`src/rtl/hz_pkg.sv`:
```
package hz_pkg;
  localparam int IDX_W  = 5;
  localparam int NSTAGE = 3;   // execute, memory, write-back

  typedef logic [IDX_W-1:0] ridx_t;

  typedef struct packed {
    logic  we;
    ridx_t idx;
  } wtag_t;

  typedef struct packed {
    logic  vld;
    ridx_t rs;
    ridx_t rt;
    logic  rt_used;
    wtag_t wr;
  } dec_t;
endpackage

```
`src/rtl/hz_match.sv`:
```
module hz_match
  import hz_pkg::*;
(
  input  ridx_t src,
  input  logic  src_used,
  input  wtag_t tag,
  output logic  hit
);
  // Index zero is hard-wired in the register file and never pending.
  always_comb begin
    hit = src_used && (src != '0) && tag.we && (tag.idx == src);
  end
endmodule

```
`src/rtl/hz_detect.sv`:
```
module hz_detect
  import hz_pkg::*;
#(
  parameter bit MEMWB_HAZ = 1'b1
) (
  input  dec_t  dec,
  input  wtag_t tags [NSTAGE],
  output logic  hazard
);
  localparam int NCMP = MEMWB_HAZ ? NSTAGE : NSTAGE - 1;

  logic [2*NSTAGE-1:0] hits;

  for (genvar s = 0; s < NSTAGE; s++) begin : g_st
    if (s < NCMP) begin : g_on
      hz_match m_rs (
        .src      (dec.rs),
        .src_used (1'b1),
        .tag      (tags[s]),
        .hit      (hits[2*s])
      );
      hz_match m_rt (
        .src      (dec.rt),
        .src_used (dec.rt_used),
        .tag      (tags[s]),
        .hit      (hits[2*s+1])
      );
    end else begin : g_off
      assign hits[2*s]   = 1'b0;
      assign hits[2*s+1] = 1'b0;
    end
  end

  always_comb begin
    hazard = dec.vld && (|hits);
  end
endmodule

```
`src/rtl/hz_stage_reg.sv`:
```
module hz_stage_reg #(
  parameter type T = logic
) (
  input  logic clk,
  input  logic rst,
  input  logic en,
  input  logic clr,
  input  T     d,
  output T     q
);
  always_ff @(posedge clk) begin
    if (rst)      q <= '0;
    else if (clr) q <= '0;
    else if (en)  q <= d;
  end
endmodule

```
`src/rtl/raw_stall_pipe.sv`:
```
module raw_stall_pipe
  import hz_pkg::*;
#(
  parameter int PC_W      = 16,
  parameter int PC_STEP   = 4,
  parameter bit MEMWB_HAZ = 1'b1
) (
  input  logic             clk,
  input  logic             rst,
  input  logic [IDX_W-1:0] in_rs,
  input  logic [IDX_W-1:0] in_rt,
  input  logic             in_rt_used,
  input  logic [IDX_W-1:0] in_wr_idx,
  input  logic             in_wr_en,
  output logic [PC_W-1:0]  pc,
  output logic             stall,
  output logic             bubble,
  output logic             wb_we,
  output logic [IDX_W-1:0] wb_idx
);
  localparam logic [PC_W-1:0] STEP = PC_W'(PC_STEP);

  dec_t  fetched, ifid_q;
  wtag_t idex_q, exmem_q, memwb_q;
  wtag_t tags [NSTAGE];
  logic  hazard;

  always_comb begin
    fetched.vld     = 1'b1;
    fetched.rs      = in_rs;
    fetched.rt      = in_rt;
    fetched.rt_used = in_rt_used;
    fetched.wr.we   = in_wr_en;
    fetched.wr.idx  = in_wr_idx;
  end

  always_ff @(posedge clk) begin
    if (rst)         pc <= '0;
    else if (!stall) pc <= pc + STEP;
  end

  hz_stage_reg #(.T(dec_t)) u_ifid (
    .clk (clk), .rst (rst), .en (!stall), .clr (1'b0),
    .d   (fetched), .q (ifid_q)
  );

  hz_stage_reg #(.T(wtag_t)) u_idex (
    .clk (clk), .rst (rst), .en (1'b1), .clr (bubble),
    .d   (ifid_q.wr), .q (idex_q)
  );

  hz_stage_reg #(.T(wtag_t)) u_exmem (
    .clk (clk), .rst (rst), .en (1'b1), .clr (1'b0),
    .d   (idex_q), .q (exmem_q)
  );

  hz_stage_reg #(.T(wtag_t)) u_memwb (
    .clk (clk), .rst (rst), .en (1'b1), .clr (1'b0),
    .d   (exmem_q), .q (memwb_q)
  );

  always_comb begin
    tags[0] = idex_q;
    tags[1] = exmem_q;
    tags[2] = memwb_q;
  end

  hz_detect #(.MEMWB_HAZ(MEMWB_HAZ)) u_det (
    .dec    (ifid_q),
    .tags   (tags),
    .hazard (hazard)
  );

  always_comb begin
    stall  = hazard;
    bubble = hazard || !ifid_q.vld;
    wb_we  = memwb_q.we;
    wb_idx = memwb_q.idx;
  end

  // front end frozen while stalled
  a_r6_pc_hold: assert property (@(posedge clk) disable iff (rst)
    stall |=> (pc == $past(pc)));
  a_r6_ifid_hold: assert property (@(posedge clk) disable iff (rst)
    stall |=> (ifid_q == $past(ifid_q)));

  // a bubble carries no write into execute
  a_r7_bubble_no_write: assert property (@(posedge clk) disable iff (rst)
    bubble |=> !idex_q.we);

  // sources at index zero never stall
  a_r5_zero_src: assert property (@(posedge clk) disable iff (rst)
    (ifid_q.rs == '0 && (!ifid_q.rt_used || ifid_q.rt == '0)) |-> !stall);

  // nothing pending means nothing to wait for
  a_r4_no_pending: assert property (@(posedge clk) disable iff (rst)
    (!idex_q.we && !exmem_q.we && !memwb_q.we) |-> !stall);

  // an rs match in execute must stall
  a_r2_idex_hit: assert property (@(posedge clk) disable iff (rst)
    (ifid_q.vld && idex_q.we && idex_q.idx != '0 && idex_q.idx == ifid_q.rs)
      |-> stall);
endmodule

```
`config.mk`:
```
export PLATFORM = sky130hd
export DESIGN_NAME = raw_stall_pipe
export DESIGN_NICKNAME = d
export VERILOG_FILES = /design/src/rtl/hz_pkg.sv /design/src/rtl/hz_match.sv /design/src/rtl/hz_detect.sv /design/src/rtl/hz_stage_reg.sv /design/src/rtl/raw_stall_pipe.sv
export SDC_FILE = /design/constraint.sdc
export NUM_CORES = 1
export LEC_CHECK = 0
export ABC_CLOCK_PERIOD_IN_PS = 4100
export BUFFER_PORTS_ARGS = -buffer_cell sky130_fd_sc_hd__buf_4
export CAP_MARGIN = 20
export CORE_UTILIZATION = 32
export CTS_CLUSTER_DIAMETER = 100
export DETAILED_ROUTE_END_ITERATION = 6
export GPL_TIMING_DRIVEN = 0
export SLEW_MARGIN = 15
export SYNTH_ARGS = -nofsm -noshare
export SYNTH_HDL_FRONTEND = slang
export SYNTH_SLANG_ARGS = --single-unit
export TNS_END_PERCENT = 30
```
`constraint.sdc`:
```
create_clock -name clk -period 4.1 [get_ports clk]
set_input_delay 0.41 -clock clk [delete_from_list [all_inputs] [get_ports clk]]
set_output_delay 0.41 -clock clk [all_outputs]
set_load 0.01 [all_outputs]
```
Word level (Yosys, flattened, before mapping)

Cells that the tools add are included.

Bits in registers: 52
Output and inout port bits: 24
Bits in writable memories: 0
Memories: 0
Bits in read-only memories: 0
Bits of input ports: 19
Word-level logic and storage cells: 40
Latch bits: 0

Shifts and indexed selects: 0
Muxes and demuxes: 0
Reductions and logical operators: 20
Bitwise operators: 0
$lt $le $gt $ge: 0
$add $sub $neg: 1
Multipliers: 0
Divide/modulo/power cells: 0
Equal/unequal tests: 6

Operators with widths:

| kind                                          | number |
|---|---|
| == test 5 bit                                 | 6 |
| adder 16 x 3 -> 16 bit, second input constant | 1 |
| logical AND 1 bit                             | 14 |
| nonzero test 5 bit                            | 2 |
| OR reduction 6 bit                            | 1 |
| OR reduction 2 bit                            | 1 |
| logical NOT 1 bit                             | 1 |
| logical OR 1 bit                              | 1 |

Longest topological paths before layout

Gate-level depths: netlist (run 1).

Depth in word-level cells: 8
Depth in mapped cells: 11
Mapped depth without buffers: 8

Cells and area by module

Synthesis (run 1) repeated with hierarchy kept, for this count alone.

Cells, all modules: 265
Area total of the unflattened synthesis: 2524.9 sq um

Modules (own cells, without submodules):

| module                      | cells an instance | area an instance (sq um) | instances | seq. area each (sq um) |
|---|---|---|---|---|
| raw_stall_pipe              | 80                | 726.9                    | 1         | 280.3 |
| hz_stage_reg at u_ifid      | 59                | 663.1                    | 1         | 360.3 |
| hz_stage_reg at u_exmem ... | 21                | 219.0                    | 3         | 120.1 |
| hz_match                    | 10                | 76.3                     | 6         | 0.0 |
| hz_detect                   | 3                 | 20.0                     | 1         | 0.0 |

Least setup slack after synthesis (run 1)

No wires, ideal clock.

Path type: flip-flop to output port
Start: register u_ifid.q[9] (netlist name)
End: output stall
Required time: 3.690 ns
Arrival time: 1.712 ns
Path buffers: 3
Path slack: 1.978 ns
Stages on the path, launching flop included: 10
Cell sequence: dfxtp_1 buf_6 xor2_1 nor4_1 nand3_1 a31oi_4 nor2_8 inv_6 buf_8 buf_8

Longest elaborated chain between the ends: 6
Elaborated cells on any way between the ends: 13
Classes of those cells: eq/ne (3); reduce/logical (10)

Ends and longest elaborated chain:

| item                           | RTL line             | RTL |
|---|---|---|
| start: declaration             | hz_stage_reg.sv:9    | `output T q` |
| start signal: assignment       | hz_stage_reg.sv:12   | `if (rst) q <= '0;` |
| start signal: assignment       | hz_stage_reg.sv:13   | `else if (clr) q <= '0;` |
| start signal: assignment       | hz_stage_reg.sv:14   | `else if (en) q <= d;` |
| nonzero test 5 bit             | hz_match.sv:11       | `hit = src_used && (src != '0) && tag.we && (tag.idx == src);` |
| logical AND 1 bit (3 in a row) | hz_match.sv:11       |  |
| OR reduction 6 bit (*)         | hz_detect.sv:35      | `hazard = dec.vld && (\|hits);` |
| logical AND 1 bit (*)          | hz_detect.sv:35      |  |
| end: declaration               | raw_stall_pipe.sv:16 | `output logic stall,` |

Mark *: on every way between the ends. The rest lies on a longest branch, timed or not.

Worst setup path after layout (run 1)

Start: register u_ifid.q[16] (netlist name)
End: output stall

Longest elaborated chain between the ends: 5
Elaborated cells on any way between the ends: 12
Classes of those cells: eq/ne (3); reduce/logical (9)

Ends and longest elaborated chain:

| item                           | RTL line |
|---|---|
| nonzero test 5 bit             | hz_match.sv:11 |
| logical AND 1 bit (2 in a row) | hz_match.sv:11 |
| OR reduction 6 bit (*)         | hz_detect.sv:35 |
| logical AND 1 bit (*)          | hz_detect.sv:35 |

Marked as above.

==> results of run 1 <==
[worst reg2reg max path, delay by kind of cell, from the launching register on]
kind | cells | cell delay, ns
buf+inv | 1 | 0.08
simple gates | 3 | 1.05
flops | 1 | 0.39
compound gates | 2 | 0.31
mux | 1 | 0.33
[synth_stat cells]
library cell / count
nand4_1: 2
nand2_1: 26
clkbuf_1: 5
mux2_1: 1
buf_6: 1
or4_4: 2
o211ai_2: 1
and2_1: 7
o311a_1: 2
o21ai_0: 1
and4_1: 1
a21oi_1: 11
inv_1: 2
a31oi_1: 2
xnor2_1: 9
a31o_1: 2
nor3_1: 3
buf_4: 2
xor2_1: 26
inv_6: 1
nor2_8: 1
mux2_2: 5
dfxtp_1: 50
nor2_1: 25
ha_1: 1
a31o_2: 2
buf_2: 2
o21ai_2: 1
nand3_1: 12
conb_1: 1
a31oi_4: 2
nor4_4: 1
buf_8: 2
or3b_2: 1
and3_1: 1
nor4_1: 7
mux2i_1: 7
nor2b_1: 18
[kinds of logic after synthesis]
kind of cell | count (synthesis) | synth area share [%]
adders and majority gates | 1 | 0.539
and+or+nand+nor | 107 | 24.4
xor gates and xnor gates | 35 | 13.2
muxes | 13 | 5.93
AOI/OAI and AO/OA | 24 | 8.25
DFF | 50 | 43.1
other | 1 | 0.162
buffers and inverters | 15 | 4.37
[sequential cells by signal, indices dropped and copies added (netlist names)]
name	cells
u_ifid.q	18
u_idex.q	6
u_exmem.q	6
pc	14
u_memwb.q	6
[layout make-up]
cell class	count	area [um^2]
well taps	96	120
flip-flops and latches	50	1000
plain buffers	12	85.1
clock buffers	6	72.6
inverters	3	16.3
clock inverters	2	37.5
multi-input cells	182	1220
fillers	743	4050
repair buffers	40	300
[worst max-delay path by stage]
stage | startpoint | to | depth (start not counted)
6_report | u_ifid.q[16] | stall | 9
5_1_grt | u_ifid.q[9] | stall | 10
4_1_cts | u_ifid.q[16] | stall | 9
3_5_place_dp | u_ifid.q[13] | stall | 9
3_3_place_gp | u_ifid.q[9] | stall | 10
2_1_floorplan | u_ifid.q[9] | stall | 9
[per-stage QoR]
step / hold slack [ns] / utilization (%) / worst slack (ns) / area [um^2]
floorplan: 0.430 / - / 1.98 / 2320
global placement: 0.441 / 39.7 / 1.58 / 2750
detailed placement: 0.442 / 39.7 / 1.57 / 2750
CTS: 0.322 / 41.3 / 1.23 / 2860
global route: 0.326 / 41.3 / 1.07 / 2860
finish: 0.331 / 41.3 / 1.27 / 2860
[metal layers]
layer / share of wire, % / global-route usage (%) / vias to the layer above
met5: 0 / 0 / -
met4: 1.4 / 4.92 / 0
met3: 4.5 / 4.27 / 6
met2: 46 / 23.4 / 30
met1: 48 / 19.2 / 822
li1: - / - / 919
[power groups by stage]
stage,combinational [mW],sequential (mW),clock (mW)
final,0.0912,0.520,0.344
after global routing,0.103,0.523,0.378
after CTS,0.0928,0.521,0.354
after detailed placement,0.0924,0.532,0
after global placement,0.0910,0.532,0
after floorplan,0.0580,0.528,0
==> report_table.html, run 1 <==
<table>
<tr><th>Metric</th><th>Value</th></tr>
<tr><th colspan="2">Yosys</th></tr>
<tr><td>Top-area cell type share of the netlist area</td><td>43.1%</td></tr>
<tr><td>Dominant cells by area after synthesis</td><td>dfxtp_1, xor2_1, nor2b_1, nand2_1, nor2_1</td></tr>
<tr><td>Cell area after synthesis</td><td>2320 um^2</td></tr>
<tr><td>Distinct cell type count of the synthesized netlist</td><td>38</td></tr>
<tr><td>Mean post-synth cell area</td><td>9.43 um^2</td></tr>
<tr><td>Number of warnings printed during yosys synthesis</td><td>0</td></tr>
<tr><td>Cell count after synthesis</td><td>246</td></tr>
<tr><td>Synthesized flop and latch total</td><td>50</td></tr>
<tr><td>Post-synthesis cell type with the largest combined area</td><td>dfxtp_1</td></tr>
<tr><td>Proportion of synthesized chip area in sequential cells</td><td>43.1%</td></tr>
<tr><th colspan="2">Setup path</th></tr>
<tr><td>Startpoint of the worst-slack reg-to-reg timing path</td><td>u_ifid.q[10]</td></tr>
<tr><td>Largest stage delay, worst path</td><td>0.48 ns</td></tr>
<tr><td>Startpoint class of the critical path</td><td>flop</td></tr>
<tr><td>Reg-to-Reg End</td><td>pc[10]</td></tr>
<tr><td>Biggest fanout along the worst timing path</td><td>10</td></tr>
<tr><td>Arr. time, crit path</td><td>2.42 ns</td></tr>
<tr><td>Cell type of the slowest stage on the worst timing path</td><td>dfxtp_1</td></tr>
<tr><td>Reg2Reg Setup Slack</td><td>1.83 ns</td></tr>
<tr><td>Logic depth of the worst register-to-register path</td><td>7</td></tr>
<tr><td>Crit path required time</td><td>3.69 ns</td></tr>
<tr><td>Count of buffering cells on the critical path with inverters included</td><td>4</td></tr>
<tr><td>Library cell appearing most often on the critical path</td><td>buf_8</td></tr>
<tr><td>Gate family responsible for the most delay along the worst path</td><td>simple AND/OR/NAND/NOR gates</td></tr>
<tr><td>Crit end category</td><td>output pin</td></tr>
<tr><td>Worst Setup Path Type</td><td>reg2out</td></tr>
<tr><td>Critical path cell sequence</td><td>xor2_1, nor4_1, nand3_1, a31oi_4, nor2_8, inv_6, buf_8, buf_8, buf_4</td></tr>
<tr><th colspan="2">Power and ir drop</th></tr>
<tr><td>Sequential cell fraction of total power</td><td>54.5%</td></tr>
<tr><td>Sw frac</td><td>23.5%</td></tr>
<tr><td>Static leakage</td><td>1.23 nW</td></tr>
<tr><td>Max rail drop VDD</td><td>0.141 mV</td></tr>
<tr><td>Net switching power of the design</td><td>224 uW</td></tr>
<tr><td>Combinational share of power</td><td>9.5%</td></tr>
<tr><td>Power Internal</td><td>732 uW</td></tr>
<tr><td>Relative contribution of the clock network to total power</td><td>36.0%</td></tr>
<tr><td>Total power of the final layout</td><td>956 uW</td></tr>
<tr><td>Total power density per cell area</td><td>335 nW/um^2</td></tr>
<tr><th colspan="2">Floorplan</th></tr>
<tr><td>Die X</td><td>87.2 um</td></tr>
<tr><td>Area of the placeable core</td><td>6910 um^2</td></tr>
<tr><td>Initial Util</td><td>33.6%</td></tr>
<tr><td>Number of top-level pins</td><td>43</td></tr>
<tr><td>Die height</td><td>87.2 um</td></tr>
<tr><td>Die area</td><td>7600 um^2</td></tr>
<tr><td>Standard-cell row count</td><td>30</td></tr>
<tr><th colspan="2">Timing</th></tr>
<tr><td>Setup TNS Final</td><td>0 ns</td></tr>
<tr><td>Minimum clock period</td><td>2.83 ns</td></tr>
<tr><td>Transition at the pin with the smallest max-transition slack</td><td>0.554 ns</td></tr>
<tr><td>Max Slew Vio Count</td><td>0</td></tr>
<tr><td># setup viols final</td><td>0</td></tr>
<tr><td>Peak Freq</td><td>0.353 GHz</td></tr>
<tr><td>Share of the clock period used by the worst path</td><td>69.0%</td></tr>
<tr><td>Clk_skew</td><td>0.0114 ns</td></tr>
<tr><td>Final number of hold-violating endpoints</td><td>0</td></tr>
<tr><td>Max transition margin</td><td>63.1%</td></tr>
<tr><td>Setup repair after global routing missed its margin</td><td>no</td></tr>
<tr><th colspan="2">Min path</th></tr>
<tr><td>Endpoint of the worst hold path</td><td>u_ifid.q[2]</td></tr>
<tr><td>Class of the tightest hold or removal check</td><td>in2reg</td></tr>
<tr><td>Hold Path Depth</td><td>3</td></tr>
<tr><td>HP Start</td><td>in_wr_idx[2]</td></tr>
<tr><th colspan="2">CTS</th></tr>
<tr><td>Source-to-sink clock delay at the later pin of the worst-skew pair</td><td>0.31 ns</td></tr>
<tr><td>Hold buffer count at CTS</td><td>0</td></tr>
<tr><td>CTS HTree Levels</td><td>2</td></tr>
<tr><td>Number of gates resized after CTS</td><td>0</td></tr>
<tr><td>Deepest clock path buffer count</td><td>2</td></tr>
<tr><td>Setup Buffers After CTS</td><td>0</td></tr>
<tr><td>TritonCTS buffer count</td><td>5</td></tr>
<tr><td>Clock tree sinks</td><td>50</td></tr>
<tr><td>Clock slew at reported path FFs</td><td>0.08 ns</td></tr>
<tr><td>Clock tree from TritonCTS</td><td>built</td></tr>
<tr><td>Clock root buffer</td><td>clkbuf_8</td></tr>
<tr><th colspan="2">Cells and area</th></tr>
<tr><td>Fin cells</td><td>391</td></tr>
<tr><td>Final #Nets</td><td>314</td></tr>
<tr><td>Antenna diode count</td><td>0</td></tr>
<tr><td>Most common cell after layout, fill and taps aside</td><td>dfxtp_1</td></tr>
<tr><td>Layout Area Growth over Synthesis</td><td>23.0%</td></tr>
<tr><td>Most frequent cells in the layout</td><td>dfxtp_1, buf_4, xor2_1, nand2_1, nor2_1</td></tr>
<tr><td>Layout cell share with drive strength beyond 1</td><td>24.1%</td></tr>
<tr><th colspan="2">GRT</th></tr>
<tr><td>Grt total ovfl</td><td>0</td></tr>
<tr><td>Via count of the first global-routing pass</td><td>1751</td></tr>
<tr><td>Maximum number of pins on one net before global-route repair</td><td>16</td></tr>
<tr><td>Overall track demand over capacity in global routing</td><td>14.7%</td></tr>
<tr><td>Initial antenna violation count</td><td>0</td></tr>
<tr><td>First-pass GRT wire length</td><td>8460 um</td></tr>
<tr><th colspan="2">Place</th></tr>
<tr><td>Sum of net half-perimeters after detailed placement</td><td>3920 um</td></tr>
<tr><td>PortBufs</td><td>40</td></tr>
<tr><td>Weighted congestion reported at the end of routability-driven placement</td><td>0.747</td></tr>
<tr><td>Cell count after placement</td><td>383</td></tr>
<tr><th colspan="2">Drt</th></tr>
<tr><td>Number of DRC markers after the initial detailed-route iteration</td><td>71</td></tr>
<tr><td>Routed len/inst</td><td>12.9 um</td></tr>
<tr><td>Total number of vias</td><td>1777</td></tr>
<tr><td>Vias per std cell</td><td>4.54</td></tr>
<tr><td>Detailed-routing iteration count for the pre-antenna-repair pass</td><td>4</td></tr>
<tr><td>Routed wire length</td><td>5040 um</td></tr>
<tr><td>Antenna violation net count after detailed routing</td><td>0</td></tr>
<tr><td>Detailed-route DRC error count</td><td>0</td></tr>
<tr><th colspan="2">Outcome</th></tr>
<tr><td>Result of the run</td><td>completed</td></tr>
<tr><th colspan="2">Flow run</th></tr>
<tr><td>Max_cap viols</td><td>0</td></tr>
</table>
Note: power is estimated with default switching activity, not from simulation.
==> inputs of run 2 (changes only) <==
Settings changed: ABC_AREA set to 1, ABC_CLOCK_PERIOD_IN_PS 4100 to 2650.
Clock period 4.1 ns to 2.65 ns, I/O delays scaled along.
==> run 2 against run 1 <==
Compared with the run above: power up 62%; count of clock-buffer cells in the layout unchanged; flip-flop and latch count unchanged; combinational power up 110%; global-route usage up 0.84 points; design area up 12%; register-to-register slack worse by 0.99 ns; final cell count up 42%; routed wire length up 26%; die area up 14%; critical path type unchanged; largest cell class unchanged.
==> report_table.html, run 2 <==
<table>
<tr><th>Metric</th><th>Value</th></tr>
<tr><th colspan="2">Yosys</th></tr>
<tr><td>Distinct cell type count of the synthesized netlist</td><td>32</td></tr>
<tr><td>Top-area cell type share of the netlist area</td><td>37.6%</td></tr>
<tr><td>Number of warnings printed during yosys synthesis</td><td>0</td></tr>
<tr><td>Mean post-synth cell area</td><td>6.59 um^2</td></tr>
<tr><td>Dominant cells by area after synthesis</td><td>dfxtp_1, nand2_1, nor2_1, nand3_1, inv_1</td></tr>
<tr><td>Cell count after synthesis</td><td>404</td></tr>
<tr><td>Synthesized flop and latch total</td><td>50</td></tr>
<tr><td>Main flop type after synthesis</td><td>dfxtp_1</td></tr>
<tr><td>Proportion of synthesized chip area in sequential cells</td><td>37.6%</td></tr>
<tr><td>Cell area after synthesis</td><td>2660 um^2</td></tr>
<tr><td>EDFF count, synth</td><td>0</td></tr>
<tr><td>Most repeated cell in the gate-level netlist after synthesis</td><td>nand2_1</td></tr>
<tr><td>Post-synthesis cell type with the largest combined area</td><td>dfxtp_1</td></tr>
<tr><td>Most frequent cells after synthesis</td><td>nand2_1, nor2_1, dfxtp_1, inv_1, nand3_1</td></tr>
<tr><td>Post-synth ARST share</td><td>0%</td></tr>
<tr><th colspan="2">CTS</th></tr>
<tr><td>TritonCTS buffer count</td><td>5</td></tr>
<tr><td>Clock tree from TritonCTS</td><td>built</td></tr>
<tr><td>Number of gates resized after CTS</td><td>0</td></tr>
<tr><td>Deepest clock path buffer count</td><td>2</td></tr>
<tr><td>Source-to-sink clock delay at the later pin of the worst-skew pair</td><td>0.31 ns</td></tr>
<tr><td>Clock slew at reported path FFs</td><td>0.10 ns</td></tr>
<tr><td>Setup Buffers After CTS</td><td>0</td></tr>
<tr><td>Hold buffer count at CTS</td><td>0</td></tr>
<tr><td>Clock root buffer</td><td>clkbuf_8</td></tr>
<tr><td>Clock tree sinks</td><td>50</td></tr>
<tr><td>CTS HTree Levels</td><td>2</td></tr>
<tr><th colspan="2">Power and ir drop</th></tr>
<tr><td>Static leakage</td><td>1.49 nW</td></tr>
<tr><td>Total power density per cell area</td><td>483 nW/um^2</td></tr>
<tr><td>Max rail drop VDD</td><td>0.185 mV</td></tr>
<tr><th colspan="2">Setup path</th></tr>
<tr><td>Gate family responsible for the most delay along the worst path</td><td>simple AND/OR/NAND/NOR gates</td></tr>
<tr><td>Crit end category</td><td>output pin</td></tr>
<tr><td>Crit path required time</td><td>2.38 ns</td></tr>
<tr><td>Startpoint class of the critical path</td><td>flop</td></tr>
<tr><td>Largest stage delay, worst path</td><td>0.49 ns</td></tr>
<tr><td>Arr. time, crit path</td><td>2.00 ns</td></tr>
<tr><td>Critical path cell sequence</td><td>inv_2, nand2_1, nand3_1, nor2_1, nand2_1, nand2_2, nor2_4, nand2_4, nand2_8, inv_4, buf_8, buf_4</td></tr>
<tr><td>Library cell appearing most often on the critical path</td><td>nand2_1</td></tr>
<tr><td>Biggest fanout along the worst timing path</td><td>10</td></tr>
<tr><td>Cell type of the slowest stage on the worst timing path</td><td>dfxtp_1</td></tr>
<tr><td>Count of buffering cells on the critical path with inverters included</td><td>4</td></tr>
<tr><td>Worst Setup Path Type</td><td>reg2out</td></tr>
<tr><th colspan="2">Floorplan</th></tr>
<tr><td>Number of top-level pins</td><td>43</td></tr>
<tr><td>Die X</td><td>93.2 um</td></tr>
<tr><td>Die height</td><td>93.2 um</td></tr>
<tr><td>Initial Util</td><td>33.7%</td></tr>
<tr><td>Die area</td><td>8690 um^2</td></tr>
<tr><td>Standard-cell row count</td><td>32</td></tr>
<tr><td>Area of the placeable core</td><td>7890 um^2</td></tr>
<tr><th colspan="2">Cells and area</th></tr>
<tr><td>Most frequent cells in the layout</td><td>nand2_1, nor2_1, dfxtp_1</td></tr>
<tr><td>Final #Nets</td><td>471</td></tr>
<tr><td>Largest Register</td><td>u_ifid.q</td></tr>
<tr><td>Biggest regs</td><td>u_ifid.q: 18 flops, pc: 14 flops</td></tr>
<tr><td>Most common cell after layout, fill and taps aside</td><td>nand2_1</td></tr>
<tr><td>Layout cell share with drive strength beyond 1</td><td>20.6%</td></tr>
<tr><td>Antenna diode count</td><td>0</td></tr>
<tr><td>Number of flip-flops in the largest register</td><td>18</td></tr>
<tr><td>Layout Area Growth over Synthesis</td><td>20.1%</td></tr>
<tr><td>Fin cells</td><td>554</td></tr>
<tr><th colspan="2">GRT</th></tr>
<tr><td>Overall track demand over capacity in global routing</td><td>15.6%</td></tr>
<tr><td>Grt total ovfl</td><td>0</td></tr>
<tr><td>Maximum number of pins on one net before global-route repair</td><td>16</td></tr>
<tr><td>Via count of the first global-routing pass</td><td>2187</td></tr>
<tr><td>Initial antenna violation count</td><td>0</td></tr>
<tr><td>First-pass GRT wire length</td><td>10500 um</td></tr>
<tr><th colspan="2">Timing</th></tr>
<tr><td>Transition at the pin with the smallest max-transition slack</td><td>0.519 ns</td></tr>
<tr><td>Minimum clock period</td><td>2.27 ns</td></tr>
<tr><td>Final number of hold-violating endpoints</td><td>0</td></tr>
<tr><td># setup viols final</td><td>0</td></tr>
<tr><td>Clk_skew</td><td>0.0134 ns</td></tr>
<tr><td>Share of the clock period used by the worst path</td><td>85.6%</td></tr>
<tr><td>Max Slew Vio Count</td><td>0</td></tr>
<tr><td>Setup TNS Final</td><td>0 ns</td></tr>
<tr><td>Peak Freq</td><td>0.441 GHz</td></tr>
<tr><td>Max transition margin</td><td>65.4%</td></tr>
<tr><td>Setup repair after global routing missed its margin</td><td>no</td></tr>
<tr><td>Final worst setup slack</td><td>0.381 ns</td></tr>
<tr><th colspan="2">Place</th></tr>
<tr><td>Cell count after placement</td><td>546</td></tr>
<tr><td>Sum of net half-perimeters after detailed placement</td><td>4810 um</td></tr>
<tr><td>Worst slack after detailed placement</td><td>0.731 ns</td></tr>
<tr><td>Weighted congestion reported at the end of routability-driven placement</td><td>0.866</td></tr>
<tr><td>PortBufs</td><td>39</td></tr>
<tr><th colspan="2">Outcome</th></tr>
<tr><td>Result of the run</td><td>completed</td></tr>
<tr><th colspan="2">Drt</th></tr>
<tr><td>Routed wire length</td><td>6330 um</td></tr>
<tr><td>Total number of vias</td><td>2442</td></tr>
<tr><td>Number of DRC markers after the initial detailed-route iteration</td><td>121</td></tr>
<tr><td>Detailed-route DRC error count</td><td>0</td></tr>
<tr><td>Detailed-routing iteration count for the pre-antenna-repair pass</td><td>4</td></tr>
<tr><td>Routed len/inst</td><td>11.4 um</td></tr>
<tr><td>Vias per std cell</td><td>4.41</td></tr>
<tr><td>Antenna violation net count after detailed routing</td><td>0</td></tr>
<tr><th colspan="2">Flow run</th></tr>
<tr><td>Max_cap viols</td><td>0</td></tr>
<tr><th colspan="2">Min path</th></tr>
<tr><td>Class of the tightest hold or removal check</td><td>in2reg</td></tr>
</table>
==> run 2: kinds of logic (layout without fill, tap and decap cells) <==
family,Yosys count,in the layout,share of synthesized area (%)
DFF,50,50,37.6
buffers and inverters,59,106,10.7
adders and majority gates,1,1,0.470
other,1,2,0.141
xor gates and xnor gates,16,16,5.27
AOI/OAI and AO/OA,11,11,2.21
and+or+nand+nor,266,266,43.6
==> run 2: routing by layer <==
metal  vias to the layer above  wire [um]  global-route usage, %
met5                         -          0                      0
li1                       1307          -                      -
met3                         7        277                   2.68
met4                         0         86                   5.13
met2                        47       2890                   24.9
met1                      1081       3080                   21.2
==> run 2: metrics by stage <==
stage	utilization, %	hold WS (ns)	area [um^2]	power, mW
after global routing	40.5	0.141	3200	1.62
after CTS	40.5	0.142	3200	1.56
after global placement	39.1	0.426	3090	1.02
after detailed placement	39.1	0.427	3090	1.02
final	40.5	0.149	3200	1.54
after floorplan	-	0.375	2670	0.948
==> run 2: worst paths after layout <==
kind | from | to | slack (ns) | depth (start not counted)
hold / removal | in_wr_idx[0] | u_ifid.q[0] | 0.15 | 3
setup / recovery | u_ifid.q[13] | stall | 0.38 | 12
hold reg to reg | u_ifid.q[3] | u_idex.q[3] | 0.44 | 2
setup reg to reg | u_ifid.q[13] | u_ifid.q[13] | 0.84 | 13
==> run 2: cell type report <==
type | count | area (um^2)
multi-input combinational | 296 | 1380
buffer | 14 | 114
sequential | 50 | 1000
clock inverter | 2 | 37.5
fill | 845 | 4690
inverter | 45 | 171
clock buffer | 6 | 72.6
tap | 102 | 128
timing repair buffer | 39 | 293
==> run 2: worst register-to-register path, stage by stage (launching register included) <==
cell and delay, ns:
dfxtp_1 0.40, nor2_1 0.13, nand2_1 0.07, nor2_2 0.15
nor2_1 0.06, nand2_1 0.07, nand2_2 0.08, nor2_4 0.13
nand2_4 0.13, nand2_8 0.12, inv_4 0.05, buf_6 0.13
nor2_1 0.14, nor2_1 0.05
==> run 2: power breakdown <==
group	internal (mW)	switching, mW
combinational	0.0827	0.110
clock	0.282	0.262
sequential	0.779	0.0295
total	1.14	0.402
